[src/rtl/ipg_pkg.sv]
package ipg_pkg;

    // Phase of the period tracked by the controller
    typedef enum logic [0:0] {
        PH_TERMINAL = 1'b0,   // count is zero, next enabled clock reloads
        PH_COUNTING = 1'b1    // count is nonzero, next enabled clock decrements
    } ipg_phase_e;

    // Command issued to the down-counter each clock
    typedef enum logic [1:0] {
        CMD_HOLD = 2'd0,
        CMD_DEC  = 2'd1,
        CMD_LOAD = 2'd2
    } ipg_cmd_e;

endpackage

[src/rtl/ipg_interval_reg.sv]
module ipg_interval_reg #(
    parameter int          W         = 16,
    parameter bit          ASYNC_RST = 1'b1,
    parameter logic [W-1:0] RST_VAL  = '0
) (
    input  logic         clk,
    input  logic         rst_n,
    input  logic         wr_i,
    input  logic [W-1:0] wr_data_i,
    output logic [W-1:0] interval_o,
    output logic         interval_zero_o
);

    logic [W-1:0] interval_q;

    generate
        if (ASYNC_RST) begin : g_async
            always_ff @(posedge clk or negedge rst_n) begin
                if (!rst_n) begin
                    interval_q <= RST_VAL;
                end else if (wr_i) begin
                    interval_q <= wr_data_i;
                end
            end
        end else begin : g_sync
            always_ff @(posedge clk) begin
                if (!rst_n) begin
                    interval_q <= RST_VAL;
                end else if (wr_i) begin
                    interval_q <= wr_data_i;
                end
            end
        end
    endgenerate

    assign interval_o      = interval_q;
    assign interval_zero_o = ~|interval_q;

endmodule

[src/rtl/ipg_down_counter.sv]
module ipg_down_counter
    import ipg_pkg::*;
#(
    parameter int W         = 16,
    parameter bit ASYNC_RST = 1'b1
) (
    input  logic         clk,
    input  logic         rst_n,
    input  ipg_cmd_e     cmd_i,
    input  logic [W-1:0] load_val_i,
    output logic [W-1:0] cnt_o,
    output logic         zero_o,
    output logic         one_o
);

    localparam logic [W-1:0] ONE = W'(1);

    logic [W-1:0] cnt_q;
    logic [W-1:0] cnt_d;

    always_comb begin
        unique case (cmd_i)
            CMD_HOLD: cnt_d = cnt_q;
            CMD_DEC:  cnt_d = cnt_q - ONE;
            CMD_LOAD: cnt_d = load_val_i;
            default:  cnt_d = cnt_q;
        endcase
    end

    generate
        if (ASYNC_RST) begin : g_async
            always_ff @(posedge clk or negedge rst_n) begin
                if (!rst_n) cnt_q <= '0;
                else        cnt_q <= cnt_d;
            end
        end else begin : g_sync
            always_ff @(posedge clk) begin
                if (!rst_n) cnt_q <= '0;
                else        cnt_q <= cnt_d;
            end
        end
    endgenerate

    assign cnt_o  = cnt_q;
    assign zero_o = ~|cnt_q;          // NOR of all count bits
    assign one_o  = (cnt_q == ONE);

endmodule

[src/rtl/ipg_ctrl.sv]
module ipg_ctrl
    import ipg_pkg::*;
#(
    parameter bit ASYNC_RST = 1'b1
) (
    input  logic       clk,
    input  logic       rst_n,
    input  logic       en_i,
    input  logic       cnt_zero_i,
    input  logic       cnt_one_i,
    input  logic       interval_zero_i,
    output ipg_cmd_e   cmd_o,
    output logic       pulse_o,
    output ipg_phase_e phase_o
);

    ipg_phase_e phase_q;
    ipg_phase_e phase_d;

    // Next-state logic
    always_comb begin
        phase_d = phase_q;
        unique case (phase_q)
            PH_TERMINAL: begin
                if (en_i && !interval_zero_i) phase_d = PH_COUNTING;
            end
            PH_COUNTING: begin
                if (en_i && cnt_one_i) phase_d = PH_TERMINAL;
            end
            default: phase_d = PH_TERMINAL;
        endcase
    end

    // State register
    generate
        if (ASYNC_RST) begin : g_async
            always_ff @(posedge clk or negedge rst_n) begin
                if (!rst_n) phase_q <= PH_TERMINAL;
                else        phase_q <= phase_d;
            end
        end else begin : g_sync
            always_ff @(posedge clk) begin
                if (!rst_n) phase_q <= PH_TERMINAL;
                else        phase_q <= phase_d;
            end
        end
    endgenerate

    // Outputs
    always_comb begin
        cmd_o   = CMD_HOLD;
        pulse_o = en_i & cnt_zero_i;
        if (en_i) begin
            unique case (phase_q)
                PH_TERMINAL: cmd_o = CMD_LOAD;
                PH_COUNTING: cmd_o = CMD_DEC;
                default:     cmd_o = CMD_HOLD;
            endcase
        end
    end

    assign phase_o = phase_q;

endmodule

[src/rtl/interval_pulse_gen.sv]
module interval_pulse_gen
    import ipg_pkg::*;
#(
    parameter int           W                = 16,
    parameter bit           ASYNC_RST        = 1'b1,
    parameter logic [W-1:0] DEFAULT_INTERVAL = '0
) (
    input  logic         clk,
    input  logic         rst_n,
    input  logic         en_i,
    input  logic         wr_i,
    input  logic [W-1:0] wr_data_i,
    output logic         pulse_o
);

    logic [W-1:0] interval_q;
    logic         interval_zero;
    logic [W-1:0] cnt_q;
    logic         cnt_zero;
    logic         cnt_one;
    ipg_cmd_e     cmd;
    ipg_phase_e   phase;

    ipg_interval_reg #(
        .W         (W),
        .ASYNC_RST (ASYNC_RST),
        .RST_VAL   (DEFAULT_INTERVAL)
    ) u_interval (
        .clk             (clk),
        .rst_n           (rst_n),
        .wr_i            (wr_i),
        .wr_data_i       (wr_data_i),
        .interval_o      (interval_q),
        .interval_zero_o (interval_zero)
    );

    ipg_down_counter #(
        .W         (W),
        .ASYNC_RST (ASYNC_RST)
    ) u_counter (
        .clk        (clk),
        .rst_n      (rst_n),
        .cmd_i      (cmd),
        .load_val_i (interval_q),
        .cnt_o      (cnt_q),
        .zero_o     (cnt_zero),
        .one_o      (cnt_one)
    );

    ipg_ctrl #(
        .ASYNC_RST (ASYNC_RST)
    ) u_ctrl (
        .clk             (clk),
        .rst_n           (rst_n),
        .en_i            (en_i),
        .cnt_zero_i      (cnt_zero),
        .cnt_one_i       (cnt_one),
        .interval_zero_i (interval_zero),
        .cmd_o           (cmd),
        .pulse_o         (pulse_o),
        .phase_o         (phase)
    );

endmodule

[config.mk]
export PLATFORM = sky130hd
export DESIGN_NAME = interval_pulse_gen
export DESIGN_NICKNAME = d
export VERILOG_FILES = /design/src/rtl/ipg_pkg.sv /design/src/rtl/ipg_interval_reg.sv /design/src/rtl/ipg_down_counter.sv /design/src/rtl/ipg_ctrl.sv /design/src/rtl/interval_pulse_gen.sv
export SDC_FILE = /design/constraint.sdc
export NUM_CORES = 1
export LEC_CHECK = 0
export ABC_AREA = 1
export ABC_CLOCK_PERIOD_IN_PS = 1700
export BUFFER_PORTS_ARGS = -buffer_cell sky130_fd_sc_hd__buf_2
export CORE_MARGIN = 3
export CORE_UTILIZATION = 45
export CTS_CLUSTER_DIAMETER = 100
export DETAILED_ROUTE_END_ITERATION = 12
export PLACE_DENSITY = 0.64
export SLEW_MARGIN = 20
export SYNTH_ARGS = -nofsm -noshare
export SYNTH_HDL_FRONTEND = slang
export SYNTH_HIERARCHICAL = 1
export SYNTH_SLANG_ARGS = --single-unit
[constraint.sdc]
create_clock -name clk -period 1.7 [get_ports clk]
set_clock_uncertainty 0.2 [all_clocks]
set_input_delay 0 -clock clk [delete_from_list [all_inputs] [get_ports clk]]
set_output_delay 0 -clock clk [all_outputs]
set_load 0.01 [all_outputs]
# Word level (Yosys, flattened, before mapping)
# Cells that the tools add are included.
# word_totals
reg_bits	33
in_bits	20
output_inout_bits	1
word_cells	21
# classes
addsub	1
n_eq_ne	3
muxes	6
bitwise	2
n_reduce_logical	6
# ops
operator	n
one-hot mux 16 bit (2 select lines)	1
OR reduction 16 bit	2
== test 16 x 1 -> 1 bit (second input constant)	1
subtractor 16 x 1 -> 16 bit (second input constant)	1
one-hot mux 2 bit (2 select lines)	1
== test 2 x 1 -> 1 bit (second input constant)	1
== test 2 bit (second input constant)	1
logical AND 1 bit	2
two-way mux 1 bit	2
two-way mux 2 bit	1
one-hot mux 1 bit (2 select lines)	1
nonzero test 2 bit	1
bitwise AND 1 bit	1
zero test 1 bit	1
NOT 1 bit	1

# Logic depth before layout (Yosys ltp)
# Gate-level depths: netlist of the first run.
# logic_depth
word_depth	5
depth_mapped	12
mapped_depth_nobuf	12

# Modules after synthesis
# Netlist of the first run, hierarchy kept.
# by_module_without_submodules
module	instances	cells_each	area_each_um2	seq_area_each_um2
ipg_down_counter	1	197	1207.4	400.4
ipg_interval_reg	1	82	705.7	400.4
ipg_ctrl	1	13	71.3	25.0

# Least setup slack after synthesis of the first run
# Ideal clock, no wire load.
# synth_timing
path_type	register to register
startpoint	reg u_ctrl.phase_q (netlist: u_ctrl/phase_o)
endpoint	reg u_counter.cnt_q[2] (netlist: u_counter/cnt_o[2])
setup_time_ns	0.082
t_arrival_ns	1.343
required_time_ns	1.418
slack_ns	0.075
path_stages_with_launch	9
path_buffers	1
period_less_slack_ns	1.625
cell_sequence	dfrtp_1 nand2_1 inv_1 inv_1 ha_1 inv_1 buf_2 o21ai_0 o22ai_1
# synth_between
elab_chain_len	5
word_cells_on_any_way	7
classes_between	eq/ne: 2; mux: 3; bitwise: 1; reduce/logical: 1
# synth_lines
item	line_no	text
from (decl)	ipg_ctrl.sv:17	ipg_phase_e phase_q;
from (signal assigned)	ipg_ctrl.sv:39	else phase_q <= phase_d;
NOT 1 bit	ipg_ctrl.sv:54	unique case (phase_q)
one-hot mux 2 bit (2 select lines) *	ipg_ctrl.sv:54	
two-way mux 2 bit *	ipg_ctrl.sv:53	if (en_i) begin
via cmd[0]	interval_pulse_gen.sv:21	ipg_cmd_e cmd;
== test 2 bit or == test 2 x 1 -> 1 bit (tied branches)	ipg_down_counter.sv:22	unique case (cmd_i)
one-hot mux 16 bit (2 select lines) or nonzero test 2 bit (tied branches)	--	
to (signal assigned)	ipg_down_counter.sv:34	else cnt_q <= cnt_d;
to (decl)	ipg_down_counter.sv:18	logic [W-1:0] cnt_q;
# The timed path passes the listed nets; every way through them passes the cells marked *.
# A chain may end at the register's enable or synchronous reset.

# Worst setup path in the final report of the first run
# layout_timing
startpoint	reg u_counter.cnt_q[0] (netlist: u_counter/cnt_o[0])
endpoint	out pulse_o
# layout_between
elab_chain_len	3
# layout_lines
item	line_no	text
OR reduction 16 bit	ipg_down_counter.sv:45	assign zero_o = ~|cnt_q;
zero test 1 bit	ipg_down_counter.sv:45	
via cnt_zero	interval_pulse_gen.sv:19	logic cnt_zero;
bitwise AND 1 bit	ipg_ctrl.sv:52	pulse_o = en_i & cnt_zero_i;
to (decl)	interval_pulse_gen.sv:13	output logic pulse_o
# The timed path passes the listed nets, and every way through them passes these cells.

==> out/qor.txt, run 1 <==
status = finished with violations
failing checks = negative setup slack
Startpoint Class = flop
Yosys warning total = 6
worst-case clock buffer depth = 2
Final GP Congestion = 0.8298
switch share = 38.64%
Clock Sinks = 33
DR WL met3 = 265 um
IO Port Bufs = 20
largest fanout on the critical path = 4
DR top layer = met4
max cap viols = 0
initial antenna violation count = 0
PD cells = 1204 nW/um^2
WL/cell = 12.75 um
total track usage = 22.19%
Vias = 2026
WP data required = 1.50 ns
leading cell type in the layout, fill and taps excluded = nand2_1
Num CTS Buffers = 5
internal power = 2.051 mW
Die Wd = 72.41 um
Slew headroom = 70.95%
Max Slew Vio Count = 0
Core ar. = 4115 um^2
H-tree levels = 2
share of cells above drive strength 1 = 20.49%
TNS Setup = -0.000001221 ns
final critical-path share of the clock period = 100.0%
Reg power frac = 37.5%
Clock Latency Late Sink = 0.28 ns
total die area = 5242 um^2
# setup viols final = 1
Post-Syn Nets = 315
Setup WS post-layout = -0.000001221 ns
Starting Density = 48.22%
FF+latch count, synth = 33
diode count = 0
worst slew pin tran = 0.4357 ns
CP arrival = 1.50 ns
Routed met2 length = 2514 um
maximum vdd drop = 0.6599 mV
Clock transition at path regs = 0.07 ns
largest net degree at the start of global routing = 34
row cnt = 23
total power = 3.342 mW
wirelength, routed = 5306 um
first-pass GRT wire length = 8976 um
Crit. End Element = output port
vias in the first global route = 1964
RSZ-0062 raised after global routing = yes
Switch Pwr = 1.291 mW
largest cells by area after synthesis = dfrtp_1 42%, nand2_1 18%, inv_1 8.7%
TritonCTS clock tree = done
1st-pass router iterations = 4
drt drc = 0
FF-to-FF Start = u_ctrl/phase_o$_DFF_PN0_
nets@finish = 388
Die Span Y = 72.41 um
Comb power frac = 39.1%
largest area contributor in the netlist = dfrtp_1
Yosys top cell area share = 41.61%
Initial DRC Count = 121
I/O Pins = 21
crit path time final = 1.700 ns
Hold Crit Class = in -> async
P_leak = 1.412 nW
Clk pwr share = 23.4%
Gate Count Post-Synth = 292
worst setup path startpoint = u_counter/cnt_o[0]$_DFFE_PN0P_
grt ovf = 0
most frequent cells in the layout = 96 x nand2_1, 43 x inv_1, 33 x dlygate4sd3_1, 33 x dfrtp_1, 32 x nor2_1
DRT met1 WL = 2417 um
Hold Violations, Final = 0
syn avg cell area = 6.796 um^2
Peak Freq = 588.2 MHz
Via density = 4.870
post-synth cell types = 23
post-synthesis sequential area ratio = 41.61%
Root Driver = clkbuf_8
post-route core utilization = 67.44%
Syn-to-layout area delta = 39.85%
Final ANT Viol Nets = 0
WS Path Type = reg -> out
Placement Setup Slack = -0.03253 ns
post-synthesis cell area = 1984 um^2
hpwl dp = 3259 um
synthesized netlist by cell type (all sizes together):
library cell	count
nand2	100
inv	47
nor2	40
dfrtp	33
o21ai	29
nand3	14
a21oi	9
buf	7
ha	3
nor3	3
o22ai	2
or2	2
clkbuf	1
nand4	1
o211ai	1
timing repair:
item / CTS / global route
hold buffers: 33 / 0
buffers inserted: 0 / 7
endpoints found under the hold margin: 50 / 0
pin swaps: 3 / 2
endpoints found under the setup margin: 4 / 25
resized for setup: 13 / 12
cell type report:
class,instances,area [um^2]
Fill cell,333,1340
Multi-Input combinational cell,204,989.7
Sequential cell,33,825.8
Timing Repair Buffer,74,598.1
Inverter,47,178.9
Clock buffer,6,82.58
Tap cell,50,62.56
Clock inverter,2,37.54
sequential cells by signal, summed over array words and instances (netlist names):
register               cells
u_counter/cnt_o           16
u_ctrl/phase_o             1
u_interval/interval_o     16
per-stage QoR:
| stage | instances | hold slack, ns | cell area (um^2) |
|---|---|---|---|
| 2_1_floorplan | 292 | -0.4956 | 1984 |
| 3_3_place_gp | 368 | -0.1383 | 2192 |
| 3_5_place_dp | 368 | -0.1355 | 2192 |
| 4_1_cts | 409 | 0.08742 | 2690 |
| 5_1_grt | 416 | 0.1072 | 2775 |
| 6_report | 416 | 0.07087 | 2775 |
logic make-up after synthesis:
logic type	after synthesis	synth area share [%]
and+or+nand+nor	160	33.23
buffers and inverters	55	11.92
AOI/OAI and AO/OA	41	11.35
DFF	33	41.61
adders and majority gates	3	1.892
worst max-delay path, stage by stage (launching register included):
cell	delay (ns)
dfrtp_1	0.40
inv_2	0.08
ha_4	0.16
nand2_4	0.07
nor2_4	0.12
nand2_2	0.07
nor2_2	0.09
nand2_1	0.06
inv_1	0.04
buf_2	0.11
worst paths after layout:
kind                                              endpoint  slack, ns  cells after the start
setup / recovery                                   pulse_o  -0.000001                      9
hold / removal              u_counter/cnt_o[0]$_DFFE_PN0P_       0.07                      3
setup reg to reg           u_counter/cnt_o[12]$_DFFE_PN0P_       0.02                     12
hold reg to reg            u_counter/cnt_o[15]$_DFFE_PN0P_       0.31                      2
max in group asynchronous   u_counter/cnt_o[8]$_DFFE_PN0P_       0.92                      3
min in group clk                                   pulse_o       0.12                      4
power groups by stage:
stage | clock network, mW | registers, mW | logic, mW
6_report | 0.783 | 1.25 | 1.31
5_1_grt | 0.836 | 1.28 | 1.48
4_1_cts | 0.796 | 1.25 | 1.18
3_5_place_dp | 0 | 1.23 | 1.04
3_3_place_gp | 0 | 1.23 | 1.02
2_1_floorplan | 0 | 1.18 | 0.749
layer usage:
layer | vias up | global-route usage, %
met4 | 0 | 7.172
met1 | 922 | 28.57
met5 | - | 0
met3 | 10 | 5.263
met2 | 55 | 36.80
li1 | 1039 | -
(Power assumes the default switching activity.)
==> inputs of run 2 (changes only) <==
BUFFER_PORTS_ARGS = unset   (was -buffer_cell sky130_fd_sc_hd__buf_2)
DONT_BUFFER_PORTS = 1   (was unset)
PLACE_DENSITY = 0.6   (was 0.64)
==> run 2 against run 1 <==
The flow now finishes without violations. Register-to-register slack improved by 0.05 ns. First-iteration DRC count is 16% lower. Critical path depth down 2. Sequential share of layout area up 2.5 points. Critical path type unchanged. Largest cell class unchanged. Highest routed layer unchanged.
==> out/qor.txt, run 2 (same netlist as run 1, synthesis figures left out) <==
worst reg-to-reg path cell count = 12 (unchanged)
Final GP Congestion = 0.8084 (-2.6%)
Clock transition at path regs = 0.07 ns (about the same)
max cap viols = 0 (unchanged)
CP max stage cell = dfrtp_1
Final ANT Viol Nets = 0 (unchanged)
Die Wd = 72.41 um (unchanged)
worst setup path startpoint = u_counter/cnt_o[5]$_DFFE_PN0P_
CP arrival = 1.43 ns (-0.07 ns)
grt ovf = 0 (unchanged)
Clk pwr share = 24.0% (+0.6 points)
Hold Violations, Final = 0 (unchanged)
Clock Sinks = 33 (unchanged)
Max Slew Vio Count = 0 (unchanged)
total die area = 5242 um^2 (unchanged)
most frequent cells in the layout = 96 x nand2_1, 41 x inv_1, 32 x dfrtp_1
worst slew pin tran = 0.9640 ns (+0.5283 ns)
drt drc = 0 (unchanged)
Clock Latency Late Sink = 0.28 ns (about the same)
Initial DRC Count = 102 (-16%)
Reg power frac = 38.9% (+1.4 points)
nets@finish = 355 (-8.5%)
Slowest Stage Delay on Critical Path = 0.42 ns (+0.02 ns)
crit path capture = pulse_o
WL/cell = 12.67 um (-0.68%)
P_leak = 1.287 nW (-8.9%)
final critical-path share of the clock period = 95.84% (-4.2 points)
internal power = 1.981 mW (-3.4%)
Crit. End Element = output port
FF-to-FF Start = u_ctrl/phase_o$_DFF_PN0_
r2r endpoint = u_counter/cnt_o[12]$_DFFE_PN0P_
Crit. path cell count = 7 (-2)
H-tree levels = 2 (unchanged)
I/O Pins = 21 (unchanged)
total track usage = 20.47% (-1.7 points)
Startpoint Class = flop
Core ar. = 4115 um^2 (unchanged)
Die Span Y = 72.41 um (unchanged)
CP Buf/Inv Count = 1 (-2)
Vias = 1864 (-8.0%)
1st-pass router iterations = 4 (unchanged)
Root Driver = clkbuf_8
r2r setup slk = 0.07 ns (+0.05 ns)
status = completed
Hold Crit Class = in -> reg
CP cell instances = nor2_2, nand2_2, nor2_4, nand2_2, nor2_2, nand2_1, inv_2
wirelength, routed = 4852 um (-8.6%)
worst-case clock buffer depth = 2 (unchanged)
WS Path Type = reg -> out
row cnt = 23 (unchanged)
worst hold slack = 0.05567 ns (-0.01520 ns)
RSZ-0062 raised after global routing = yes
largest fanout on the critical path = 4 (unchanged)
maximum vdd drop = 0.7466 mV (+13%)
crit-path leading delay family = simple AND/OR/NAND/NOR gates
initial antenna violation count = 0 (unchanged)
crit path time final = 1.629 ns (-0.07076 ns)
diode count = 0 (unchanged)
Via density = 4.867 (about the same)
hpwl dp = 3262 um (about the same)
largest net degree at the start of global routing = 34 (unchanged)
Num CTS Buffers = 5 (unchanged)
WP data required = 1.50 ns (about the same)
hold path startpoint = en_i
total power = 3.200 mW (-4.2%)
TritonCTS clock tree = done
# setup viols final = 0 (-1)
Peak Freq = 613.8 MHz (+4.3%)
leading cell type in the layout, fill and taps excluded = nand2_1
Comb power frac = 37.1% (-2.0 points)
first-pass GRT wire length = 8362 um (-6.8%)
Syn-to-layout area delta = 29.32%
IO Port Bufs = 0 (-100%)
vias in the first global route = 1869 (-4.8%)
switch share = 38.10% (-0.54 points)
Slew headroom = 35.73% (-35 points)
Starting Density = 48.22% (unchanged)
PD cells = 1247 nW/um^2 (+3.5%)
share of cells above drive strength 1 = 18.92% (-1.6 points)
Switch Pwr = 1.219 mW (-5.6%)
run 2: changes by cell type in the layout (fill, tap and decap cells not counted), sizes merged:
cell / change
buf: -21
clkbuf: +1
clkinvlp: -1
dlygate4sd3: -14
dlymetal6s4s: +1
inv: +1
run 2: worst min path at each step:
stage                                      endpoint  slack, ns  cells past startpoint
floorplan            u_counter/cnt_o[0]$_DFFE_PN0P_      -0.50                      0
global placement     u_counter/cnt_o[6]$_DFFE_PN0P_      -0.49                      0
detailed placement   u_counter/cnt_o[6]$_DFFE_PN0P_      -0.49                      0
CTS                 u_counter/cnt_o[11]$_DFFE_PN0P_       0.06                      8
global route         u_counter/cnt_o[6]$_DFFE_PN0P_       0.12                      8
finish               u_counter/cnt_o[6]$_DFFE_PN0P_       0.06                      8
run 2: area by class of cell:
class	instances	area, um^2
clock buffer	7	86.33
inverter	47	183.9
multi-input combinational	204	997.2
fill	382	1549
timing repair inverter	1	6.256
timing repair buffer	40	372.9
tap	50	62.56
sequential	33	827.0
clock inverter	1	30.03
run 2: repair_timing:
action,4_1_cts,5_1_grt
hold buffers,21,0
endpoints found under the setup margin,5,11
pin swaps,1,6
gates resized for setup,6,25
hold endpoints to repair,51,0
cloned,0,1
buffers inserted,0,5
run 2: stage by stage:
step | worst slack, ns | TNS [ns] | util (%) | std cells | cell area [um^2]
after CTS | 0.01396 | 0 | 59.81 | 377 | 2461
final | 0.07076 | 0 | 62.36 | 383 | 2566
after detailed placement | -0.04247 | -0.09322 | 50.84 | 348 | 2092
after global placement | -0.01925 | -0.02497 | 50.84 | 348 | 2092
after floorplan | 0.07485 | 0 | - | 292 | 1984
after global routing | -0.05712 | -0.1635 | 62.36 | 383 | 2566
run 2: per-layer routing:
layer	vias to the layer above	global-route usage [%]	share of wire, %	wire length [um]
li1	974	-	-	-
met1	847	26.18	48	2305
met4	0	5.943	1.1	53
met3	6	4.709	3.3	162
met2	37	34.58	48	2331
met5	-	0	0	0
run 2: power groups by stage:
| stage | Clock (mW) | Sequential, mW | Combinational [mW] |
|---|---|---|---|
| 4_1_cts | 0.791 | 1.22 | 1.12 |
| 3_5_place_dp | 0 | 1.23 | 1.00 |
| 6_report | 0.767 | 1.24 | 1.19 |
| 5_1_grt | 0.833 | 1.28 | 1.39 |
| 2_1_floorplan | 0 | 1.18 | 0.749 |
| 3_3_place_gp | 0 | 1.23 | 0.992 |
run 2: worst min-delay path, delay by kind of cell:
kind,cells,cell delay (ns)
compound gates,3,0.17
buf+inv,3,0.13
simple gates,1,0.04
fa+ha+maj,1,0.16
